$ cat src/rtl/torus_pkg.sv
package torus_pkg;
  localparam int PKT_W   = 128;
  localparam int NIB_W   = 4;
  localparam int AGE_W   = 8;
  localparam int CRD_W   = 4;
  localparam int DST_LSB = 116;
  localparam int AGE_LSB = 96;
  localparam int COL_LSB = 8;
  localparam int ROW_LSB = 4;
  localparam int NRING   = 4;
  localparam int NSRC    = NRING + 1;
  localparam int SRC_W   = $clog2(NSRC);

  typedef enum logic [2:0] {
    TGT_XP   = 3'd0,
    TGT_XN   = 3'd1,
    TGT_YP   = 3'd2,
    TGT_YN   = 3'd3,
    TGT_LOC  = 3'd4,
    TGT_DROP = 3'd5
  } tgt_e;
endpackage

$ cat src/rtl/trn_link_rx.sv
module trn_link_rx #(
  parameter int PKT_W = 128,
  parameter int NIB_W = 4
) (
  input  logic             clk,
  input  logic             rst_n,
  input  logic             in_valid,
  input  logic [NIB_W-1:0] in_data,
  output logic             in_ready,
  input  logic             take,
  output logic             full,
  output logic [PKT_W-1:0] pkt
);
  localparam int NN = PKT_W / NIB_W;
  localparam int CW = $clog2(NN);

  logic [CW-1:0]    cnt_q, cnt_d;
  logic             full_q, full_d;
  logic [PKT_W-1:0] sh_q, sh_d;
  logic             acc;

  assign acc = in_valid && !full_q;

  always_comb begin
    cnt_d  = cnt_q;
    full_d = full_q;
    sh_d   = sh_q;
    if (acc) begin
      sh_d = {sh_q[PKT_W-NIB_W-1:0], in_data};
      if (cnt_q == CW'(NN - 1)) begin
        cnt_d  = '0;
        full_d = 1'b1;
      end else begin
        cnt_d = cnt_q + 1'b1;
      end
    end
    if (take) full_d = 1'b0;
  end

  always_ff @(posedge clk or negedge rst_n) begin
    if (!rst_n) begin
      cnt_q  <= '0;
      full_q <= 1'b0;
    end else begin
      cnt_q  <= cnt_d;
      full_q <= full_d;
    end
  end

  always_ff @(posedge clk) begin
    if (acc) sh_q <= sh_d;
  end

  assign in_ready = !full_q;
  assign full     = full_q;
  assign pkt      = sh_q;

  // the buffer can only fill on a cycle that accepted a nibble
  a_r2_fill_needs_handshake: assert property (@(posedge clk) disable iff (!rst_n)
    $rose(full_q) |-> $past(in_valid && in_ready));
endmodule

$ cat src/rtl/trn_link_tx.sv
module trn_link_tx #(
  parameter int PKT_W = 128,
  parameter int NIB_W = 4
) (
  input  logic             clk,
  input  logic             rst_n,
  input  logic             load,
  input  logic [PKT_W-1:0] pkt_in,
  output logic             busy,
  output logic             out_valid,
  output logic [NIB_W-1:0] out_data,
  input  logic             out_ready
);
  localparam int NN = PKT_W / NIB_W;
  localparam int CW = $clog2(NN);

  logic [CW-1:0]    cnt_q, cnt_d;
  logic             busy_q, busy_d;
  logic [PKT_W-1:0] sh_q, sh_d;
  logic             fire, sh_en;

  assign fire  = busy_q && out_ready;
  assign sh_en = load || fire;

  always_comb begin
    cnt_d  = cnt_q;
    busy_d = busy_q;
    sh_d   = sh_q;
    if (load) begin
      sh_d   = pkt_in;
      busy_d = 1'b1;
      cnt_d  = '0;
    end else if (fire) begin
      sh_d = {sh_q[PKT_W-NIB_W-1:0], {NIB_W{1'b0}}};
      if (cnt_q == CW'(NN - 1)) begin
        busy_d = 1'b0;
        cnt_d  = '0;
      end else begin
        cnt_d = cnt_q + 1'b1;
      end
    end
  end

  always_ff @(posedge clk or negedge rst_n) begin
    if (!rst_n) begin
      cnt_q  <= '0;
      busy_q <= 1'b0;
    end else begin
      cnt_q  <= cnt_d;
      busy_q <= busy_d;
    end
  end

  always_ff @(posedge clk) begin
    if (sh_en) sh_q <= sh_d;
  end

  assign busy      = busy_q;
  assign out_valid = busy_q;
  assign out_data  = sh_q[PKT_W-1 -: NIB_W];

  // a stalled output keeps presenting the same nibble
  a_r2_hold_while_stalled: assert property (@(posedge clk) disable iff (!rst_n)
    (out_valid && !out_ready) |=> (out_valid && $stable(out_data)));
endmodule

$ cat src/rtl/trn_route.sv
module trn_route
  import torus_pkg::*;
#(
  parameter int COLS = 8,
  parameter int ROWS = 7
) (
  input  logic [PKT_W-1:0] pkt,
  input  logic [CRD_W-1:0] node_col,
  input  logic [CRD_W-1:0] node_row,
  output tgt_e             tgt
);
  localparam int DW = CRD_W + 1;

  logic [DW-1:0] dc, dr, cc, cr, dx, dy;
  logic          age_max;

  assign dc = {1'b0, pkt[DST_LSB+COL_LSB +: CRD_W]};
  assign dr = {1'b0, pkt[DST_LSB+ROW_LSB +: CRD_W]};
  assign cc = {1'b0, node_col};
  assign cr = {1'b0, node_row};
  assign dx = (dc >= cc) ? (dc - cc) : (dc + DW'(COLS) - cc);
  assign dy = (dr >= cr) ? (dr - cr) : (dr + DW'(ROWS) - cr);
  assign age_max = &pkt[AGE_LSB +: AGE_W];

  always_comb begin
    if (dx != '0)
      tgt = ({dx, 1'b0} <= (DW+1)'(COLS)) ? TGT_XP : TGT_XN;
    else if (dy != '0)
      tgt = ({dy, 1'b0} <= (DW+1)'(ROWS)) ? TGT_YP : TGT_YN;
    else
      tgt = TGT_LOC;
    if (tgt != TGT_LOC && age_max) tgt = TGT_DROP;
  end
endmodule

$ cat src/rtl/torus_router_node.sv
module torus_router_node
  import torus_pkg::*;
#(
  parameter int COLS  = 8,
  parameter int ROWS  = 7,
  parameter int CNT_W = 16
) (
  input  logic                   clk,
  input  logic                   rst_n,
  input  logic [CRD_W-1:0]       node_col,
  input  logic [CRD_W-1:0]       node_row,
  input  logic [NRING-1:0]       in_valid,
  input  logic [NRING*NIB_W-1:0] in_data,
  output logic [NRING-1:0]       in_ready,
  output logic [NRING-1:0]       out_valid,
  output logic [NRING*NIB_W-1:0] out_data,
  input  logic [NRING-1:0]       out_ready,
  input  logic                   tx_load,
  input  logic [PKT_W-1:0]       tx_pkt,
  output logic                   tx_full,
  input  logic                   rx_read,
  output logic [PKT_W-1:0]       rx_pkt,
  output logic                   rx_flag,
  output logic [CNT_W-1:0]       drop_count
);
  // reset: asynchronous assertion, synchronous release
  logic [1:0] rs_q;
  logic       rst_s;
  always_ff @(posedge clk or negedge rst_n) begin
    if (!rst_n) rs_q <= 2'b00;
    else        rs_q <= {rs_q[0], 1'b1};
  end
  assign rst_s = rs_q[1];

  logic [NSRC-1:0]  src_full, take, tgt_ok;
  logic [PKT_W-1:0] src_pkt [NSRC];
  tgt_e             src_tgt [NSRC];
  logic [NRING-1:0] ser_busy, ld;
  logic             gv;
  logic [SRC_W-1:0] gi, rr_q, rr_d;
  logic [2:0]       gtgt;
  logic [PKT_W-1:0] gpkt, fwd_pkt;
  logic             lt_full_q, lt_full_d;
  logic [PKT_W-1:0] lt_pkt_q, rx_pkt_q;
  logic             rx_flag_q, rx_flag_d;
  logic [CNT_W-1:0] drop_q, drop_d;

  for (genvar g = 0; g < NRING; g++) begin : g_ring
    trn_link_rx #(.PKT_W(PKT_W), .NIB_W(NIB_W)) u_rx (
      .clk(clk), .rst_n(rst_s),
      .in_valid(in_valid[g]), .in_data(in_data[NIB_W*g +: NIB_W]),
      .in_ready(in_ready[g]), .take(take[g]),
      .full(src_full[g]), .pkt(src_pkt[g]));

    trn_link_tx #(.PKT_W(PKT_W), .NIB_W(NIB_W)) u_tx (
      .clk(clk), .rst_n(rst_s), .load(ld[g]), .pkt_in(fwd_pkt),
      .busy(ser_busy[g]), .out_valid(out_valid[g]),
      .out_data(out_data[NIB_W*g +: NIB_W]), .out_ready(out_ready[g]));

    assign ld[g] = gv && (gtgt == 3'(g));
  end

  for (genvar g = 0; g < NSRC; g++) begin : g_src
    trn_route #(.COLS(COLS), .ROWS(ROWS)) u_route (
      .pkt(src_pkt[g]), .node_col(node_col), .node_row(node_row),
      .tgt(src_tgt[g]));
    assign take[g] = gv && (gi == SRC_W'(g));
  end

  // local transmit register acts as the fifth source
  assign src_full[NRING] = lt_full_q;
  assign src_pkt[NRING]  = lt_pkt_q;
  assign tx_full         = lt_full_q;

  always_comb begin
    lt_full_d = lt_full_q;
    if (take[NRING]) lt_full_d = 1'b0;
    if (tx_load && !lt_full_q) lt_full_d = 1'b1;
  end

  // which targets can accept a packet this cycle
  always_comb begin
    for (int j = 0; j < NSRC; j++) begin
      logic [2:0] tb;
      tb = src_tgt[j];
      if (src_tgt[j] == TGT_LOC)       tgt_ok[j] = !rx_flag_q;
      else if (src_tgt[j] == TGT_DROP) tgt_ok[j] = 1'b1;
      else                             tgt_ok[j] = !ser_busy[tb[1:0]];
    end
  end

  // round-robin scan starting at rr_q, one grant per cycle
  always_comb begin
    gv = 1'b0;
    gi = '0;
    for (int i = 0; i < NSRC; i++) begin
      int j;
      j = int'(rr_q) + i;
      if (j >= NSRC) j = j - NSRC;
      if (!gv && src_full[j] && tgt_ok[j]) begin
        gv = 1'b1;
        gi = SRC_W'(j);
      end
    end
  end

  assign gtgt = src_tgt[gi];
  assign gpkt = src_pkt[gi];

  always_comb begin
    fwd_pkt = gpkt;
    fwd_pkt[AGE_LSB +: AGE_W] = gpkt[AGE_LSB +: AGE_W] + 1'b1;
  end

  always_comb begin
    rr_d      = rr_q;
    rx_flag_d = rx_flag_q;
    drop_d    = drop_q;
    if (gv) rr_d = (gi == SRC_W'(NSRC - 1)) ? '0 : gi + 1'b1;
    if (rx_read) rx_flag_d = 1'b0;
    if (gv && gtgt == TGT_LOC)  rx_flag_d = 1'b1;
    if (gv && gtgt == TGT_DROP) drop_d = drop_q + 1'b1;
  end

  always_ff @(posedge clk or negedge rst_s) begin
    if (!rst_s) begin
      rr_q      <= '0;
      rx_flag_q <= 1'b0;
      drop_q    <= '0;
      lt_full_q <= 1'b0;
    end else begin
      rr_q      <= rr_d;
      rx_flag_q <= rx_flag_d;
      drop_q    <= drop_d;
      lt_full_q <= lt_full_d;
    end
  end

  always_ff @(posedge clk) begin
    if (tx_load && !lt_full_q)  lt_pkt_q <= tx_pkt;
    if (gv && gtgt == TGT_LOC)  rx_pkt_q <= gpkt;
  end

  assign rx_flag    = rx_flag_q;
  assign rx_pkt     = rx_pkt_q;
  assign drop_count = drop_q;

  // a pending receive register is never overwritten
  a_r9_rx_held_stable: assert property (@(posedge clk) disable iff (!rst_s)
    (rx_flag && $past(rx_flag) && !$past(rx_read)) |-> $stable(rx_pkt));

  // the discard counter advances by exactly one at a time
  a_r8_drop_step: assert property (@(posedge clk) disable iff (!rst_s)
    (drop_count != $past(drop_count)) |-> (drop_count == $past(drop_count) + 1'b1));
endmodule

$ cat config.mk
export PLATFORM = sky130hd
export DESIGN_NAME = torus_router_node
export DESIGN_NICKNAME = d
export VERILOG_FILES = /design/src/rtl/torus_pkg.sv /design/src/rtl/trn_link_rx.sv /design/src/rtl/trn_link_tx.sv /design/src/rtl/trn_route.sv /design/src/rtl/torus_router_node.sv
export SDC_FILE = /design/constraint.sdc
export NUM_CORES = 2
export LEC_CHECK = 0
export ABC_AREA = 1
export ABC_CLOCK_PERIOD_IN_PS = 3200
export BUFFER_PORTS_ARGS = -buffer_cell sky130_fd_sc_hd__buf_4
export CAP_MARGIN = 20
export CELL_PAD_IN_SITES_DETAIL_PLACEMENT = 0
export CELL_PAD_IN_SITES_GLOBAL_PLACEMENT = 1
export CORE_ASPECT_RATIO = 1.75
export CORE_MARGIN = 8
export CORE_UTILIZATION = 40
export DETAILED_ROUTE_END_ITERATION = 16
export GPL_ROUTABILITY_DRIVEN = 0
export GPL_TIMING_DRIVEN = 0
export HOLD_SLACK_MARGIN = 0.05
export PLACE_DENSITY = 0.65
export RECOVER_POWER = 50
export SYNTH_ARGS = -nofsm -noshare
export SYNTH_HDL_FRONTEND = slang
export SYNTH_SLANG_ARGS = --single-unit
$ cat constraint.sdc
create_clock -name clk -period 3.2 [get_ports clk]
set_input_delay 0.16 -clock clk [delete_from_list [all_inputs] [get_ports clk]]
set_output_delay 0.16 -clock clk [all_outputs]
set_load 0.05 [all_outputs]
==> results_dict.tcl <==
set metrics [dict create \
    outcome "finished, violations left" \
    violations "capacitance limit, slew limit, setup timing" \
    path_buf_inv 12 \
    end_kind "flip-flop" \
    antenna_found_initial 9 \
    ant_nets 0 \
    cts-buffers-inserted 135 \
    synth-compound-area-share 0.0517 \
    finalCritPeriodShare 1.76 \
    wl_per_cell_um 24.7 \
    slew_headroom -0.125 \
    ys_ff_latch 1351 \
    avgSynthCellArea_sq_um 10.9 \
    yosys-mux-area-fraction 0.000168 \
    insertion_delay_ns 0.79 \
    synth_top_family_by_area "simple AND/OR/NAND/NOR gates" \
    final_layout_size_suffix_gt1_frac 0.203 \
    clock_sinks 1351 \
    yosysSeqAreaShare 0.675 \
    root_buffer "clkbuf_16" \
    async_flop_share 0.0526 \
    core-area_sq_um 148000 \
    syn_inst 5489 \
    max_cap_viol_count 1 \
    min_period_ns 5.65 \
    startpoint_type "flip-flop" \
    die-height_um 526 \
    first_global_vias 43500 \
    initial_utilization 0.402 \
    synthSimpleGateAreaFrac 0.190 \
    dpl.hpwl_um 138000 \
    path_delay_family "simple AND/OR/NAND/NOR gates" \
    synth.distinct_cells 53 \
    syn_nets 5812 \
    synthAdderAreaFrac 0.0378 \
    r2r_end "rx_pkt[90]$_DFFE_PP_" \
    post_drt_via_cell_ratio 5.17 \
    grt_pass1_wl_um 296000 \
    critPathMaxFanout 30 \
    slowest_stage "edfxtp_1" \
    pin_count 334 \
    clockBufferDepth 3 \
    clk_pin_slew_ns 0.07 \
    synthesis.area_sq_um 59600 \
    rows 187 \
    min_path_type "in -> reg" \
    grt_usage 0.249 \
    worst_slack_ns -2.45 \
    worstReg2RegStart "g_ring[3].u_rx.pkt[123]$_DFFE_PP_" \
    num_vias 44000 \
    maxSlewViolCount 55 \
    finalHoldViolCount 0 \
    crit_top_cell "buf_4" \
    wl_um 210000 \
    crit_path_end "rx_pkt[90]$_DFFE_PP_" \
    tightest_slew_ns 1.69 \
    max_freq_mhz 177 \
    fin_nets 6732 \
    rsz0062_at_grt "yes" \
    cp_data_arrival_time_ns 6.09 \
    rr_worst_depth 35 \
    die_w_um 308 \
    grt_overflow_total 0 \
    synth_edf_count 1280 \
    worstSetupPathType "reg -> reg" \
    htreeDepth 4 \
    slowest_delay_ns 0.50 \
    area_growth_pct 28.7 \
    fin_worst_skew_ns 0.0275 \
    grt_max_degree 88 \
    required_ns 3.65 \
    yosysWarnings 0 \
    drt-initial-drc-count 3676 \
    rrSetupSlack_ns -2.45 \
    drc 0 \
    cts_tree "built" \
    path_depth 35 \
    drtPass1Iterations 6 \
    dp_worst_setup_slack_ns -4.70 \
    crit_start "g_ring[3].u_rx.pkt[123]$_DFFE_PP_" \
    io_buffers 333 \
    die-area_sq_um 162000 \
    setup-violations-final 1329 \
    synth_ff_type "edfxtp_1" \
    synth_xor_area_frac 0.00515 \
]
flip-flops by register name (all words and copies together) (netlist names):
register,cells
tx_full,1
rx_pkt,128
g_ring.u_rx.full,4
g_ring.u_tx.busy,4
drop_count,16
g_ring.u_tx.cnt_q,20
g_ring.u_tx.sh_q,512
lt_pkt_q,128
g_ring.u_rx.pkt,512
rr_q,3
rs_q,2
g_ring.u_rx.cnt_q,20
rx_flag,1
cell usage in the layout (no fill, tap or decap), types with 23 or more instances in the layout:
| master | instances |
|---|---|
| nand2_4 | 65 |
| nand2_8 | 23 |
| ha_1 | 92 |
| clkbuf_1 | 111 |
| buf_12 | 53 |
| nor2_1 | 345 |
| inv_1 | 235 |
| o22ai_2 | 37 |
| buf_4 | 309 |
| dfrtp_1 | 71 |
| nand4_1 | 38 |
| nand3_1 | 126 |
| buf_2 | 38 |
| o21ai_0 | 312 |
| clkbuf_2 | 52 |
| edfxtp_1 | 1280 |
| nand2_2 | 116 |
| nand2_1 | 2064 |
| clkbuf_4 | 147 |
| o22ai_1 | 79 |
| a21oi_1 | 41 |
| clkbuf_16 | 153 |
| nand3_2 | 26 |
| clkinv_2 | 28 |
| dlygate4sd3_1 | 203 |
| fa_1 | 34 |
| buf_6 | 49 |
| clkinv_1 | 24 |
routing by layer:
layer	up-vias	part of all wire	GRT usage
met4	2	0.062	0.124
met3	418	0.058	0.0389
met1	21600	0.37	0.289
met2	1593	0.51	0.445
li1	20400	-	-
met5	-	0.000043	0
worst min-delay path by stage:
stage	start	to	slack (ns)	depth (start not counted)
2_1_floorplan	rst_n	rs_q[0]$_DFF_PN0_	-0.14	0
3_3_place_gp	rst_n	rs_q[1]$_DFF_PN0_	-0.06	1
3_5_place_dp	rst_n	rs_q[1]$_DFF_PN0_	-0.06	1
4_1_cts	tx_pkt[110]	lt_pkt_q[110]$_DFFE_PP_	0.05	2
5_1_grt	tx_pkt[18]	lt_pkt_q[18]$_DFFE_PP_	0.09	2
6_report	tx_pkt[19]	lt_pkt_q[19]$_DFFE_PP_	0.12	2
kinds of logic after synthesis:
| family | after synthesis |
|---|---|
| compound gates | 554 |
| simple gates | 2863 |
| other cells | 1 |
| xor+xnor | 35 |
| buf+inv | 525 |
| flops | 1351 |
| fa+ha+maj | 159 |
| mux | 1 |
metrics by stage:
step                      hold WS [ns]  area, sq um  setup TNS (ns)  cells   util
after floorplan                 -0.136        59700        -2755.16   5489      -
after global placement         -0.0569        64700        -7505.26   7806  0.437
after detailed placement       -0.0555        65000        -5018.57   7819  0.439
after CTS                       0.0504        74500        -2925.15   8404  0.503
after global routing            0.0867        76700        -3295.30   8500  0.518
final                            0.119        76700        -3003.74   8500  0.518
cell usage after synthesis (8+ instances only):
cell type,instances,share of area
nor2_1,357,0.022
inv_1,251,0.016
nor3_1,15,0.0013
nand3b_1,11,0.0014
xor2_1,16,0.0024
fa_1,35,0.012
edfxtp_1,1280,0.65
o21ai_1,24,0.0020
nand2_1,2223,0.14
a21oi_1,46,0.0039
buf_1,20,0.0013
dfrtp_1,71,0.030
inv_2,15,0.00095
nor4_1,8,0.00084
o22ai_1,116,0.012
ha_1,124,0.026
nand4_1,38,0.0040
xnor2_1,19,0.0028
nand2_2,10,0.0011
nor2_2,12,0.0013
o211ai_1,9,0.0011
buf_6,20,0.0038
buf_4,34,0.0043
o21ai_0,318,0.027
buf_2,86,0.0072
nand3_1,159,0.013
clkbuf_1,94,0.0059
layout make-up:
type,instances,area [sq um]
fillers,13100,71400
flip-flops and latches,1351,40200
multi-input cells,3644,19300
repair buffers,752,6930
clock buffers,165,3630
well taps,1984,2480
plain buffers,253,2220
inverters,271,1100
clock inverters,77,813
repair inverters,1,8.76
diodes,2,5.00
timing repair:
| item | 4_1_cts | 5_1_grt |
|---|---|---|
| endpoints found under the hold margin | 169 | 3 |
| setup buffers | 105 | 77 |
| cloned | 38 | 15 |
| endpoints found under the setup margin | 1329 | 1329 |
| hold buffers | 202 | 1 |
| gates resized for setup | 429 | 424 |
| pin swaps | 68 | 74 |
Power is left out: the tool's default activity adds up to more than one toggle a clock period on the data nets, which glitch-free logic cannot reach.
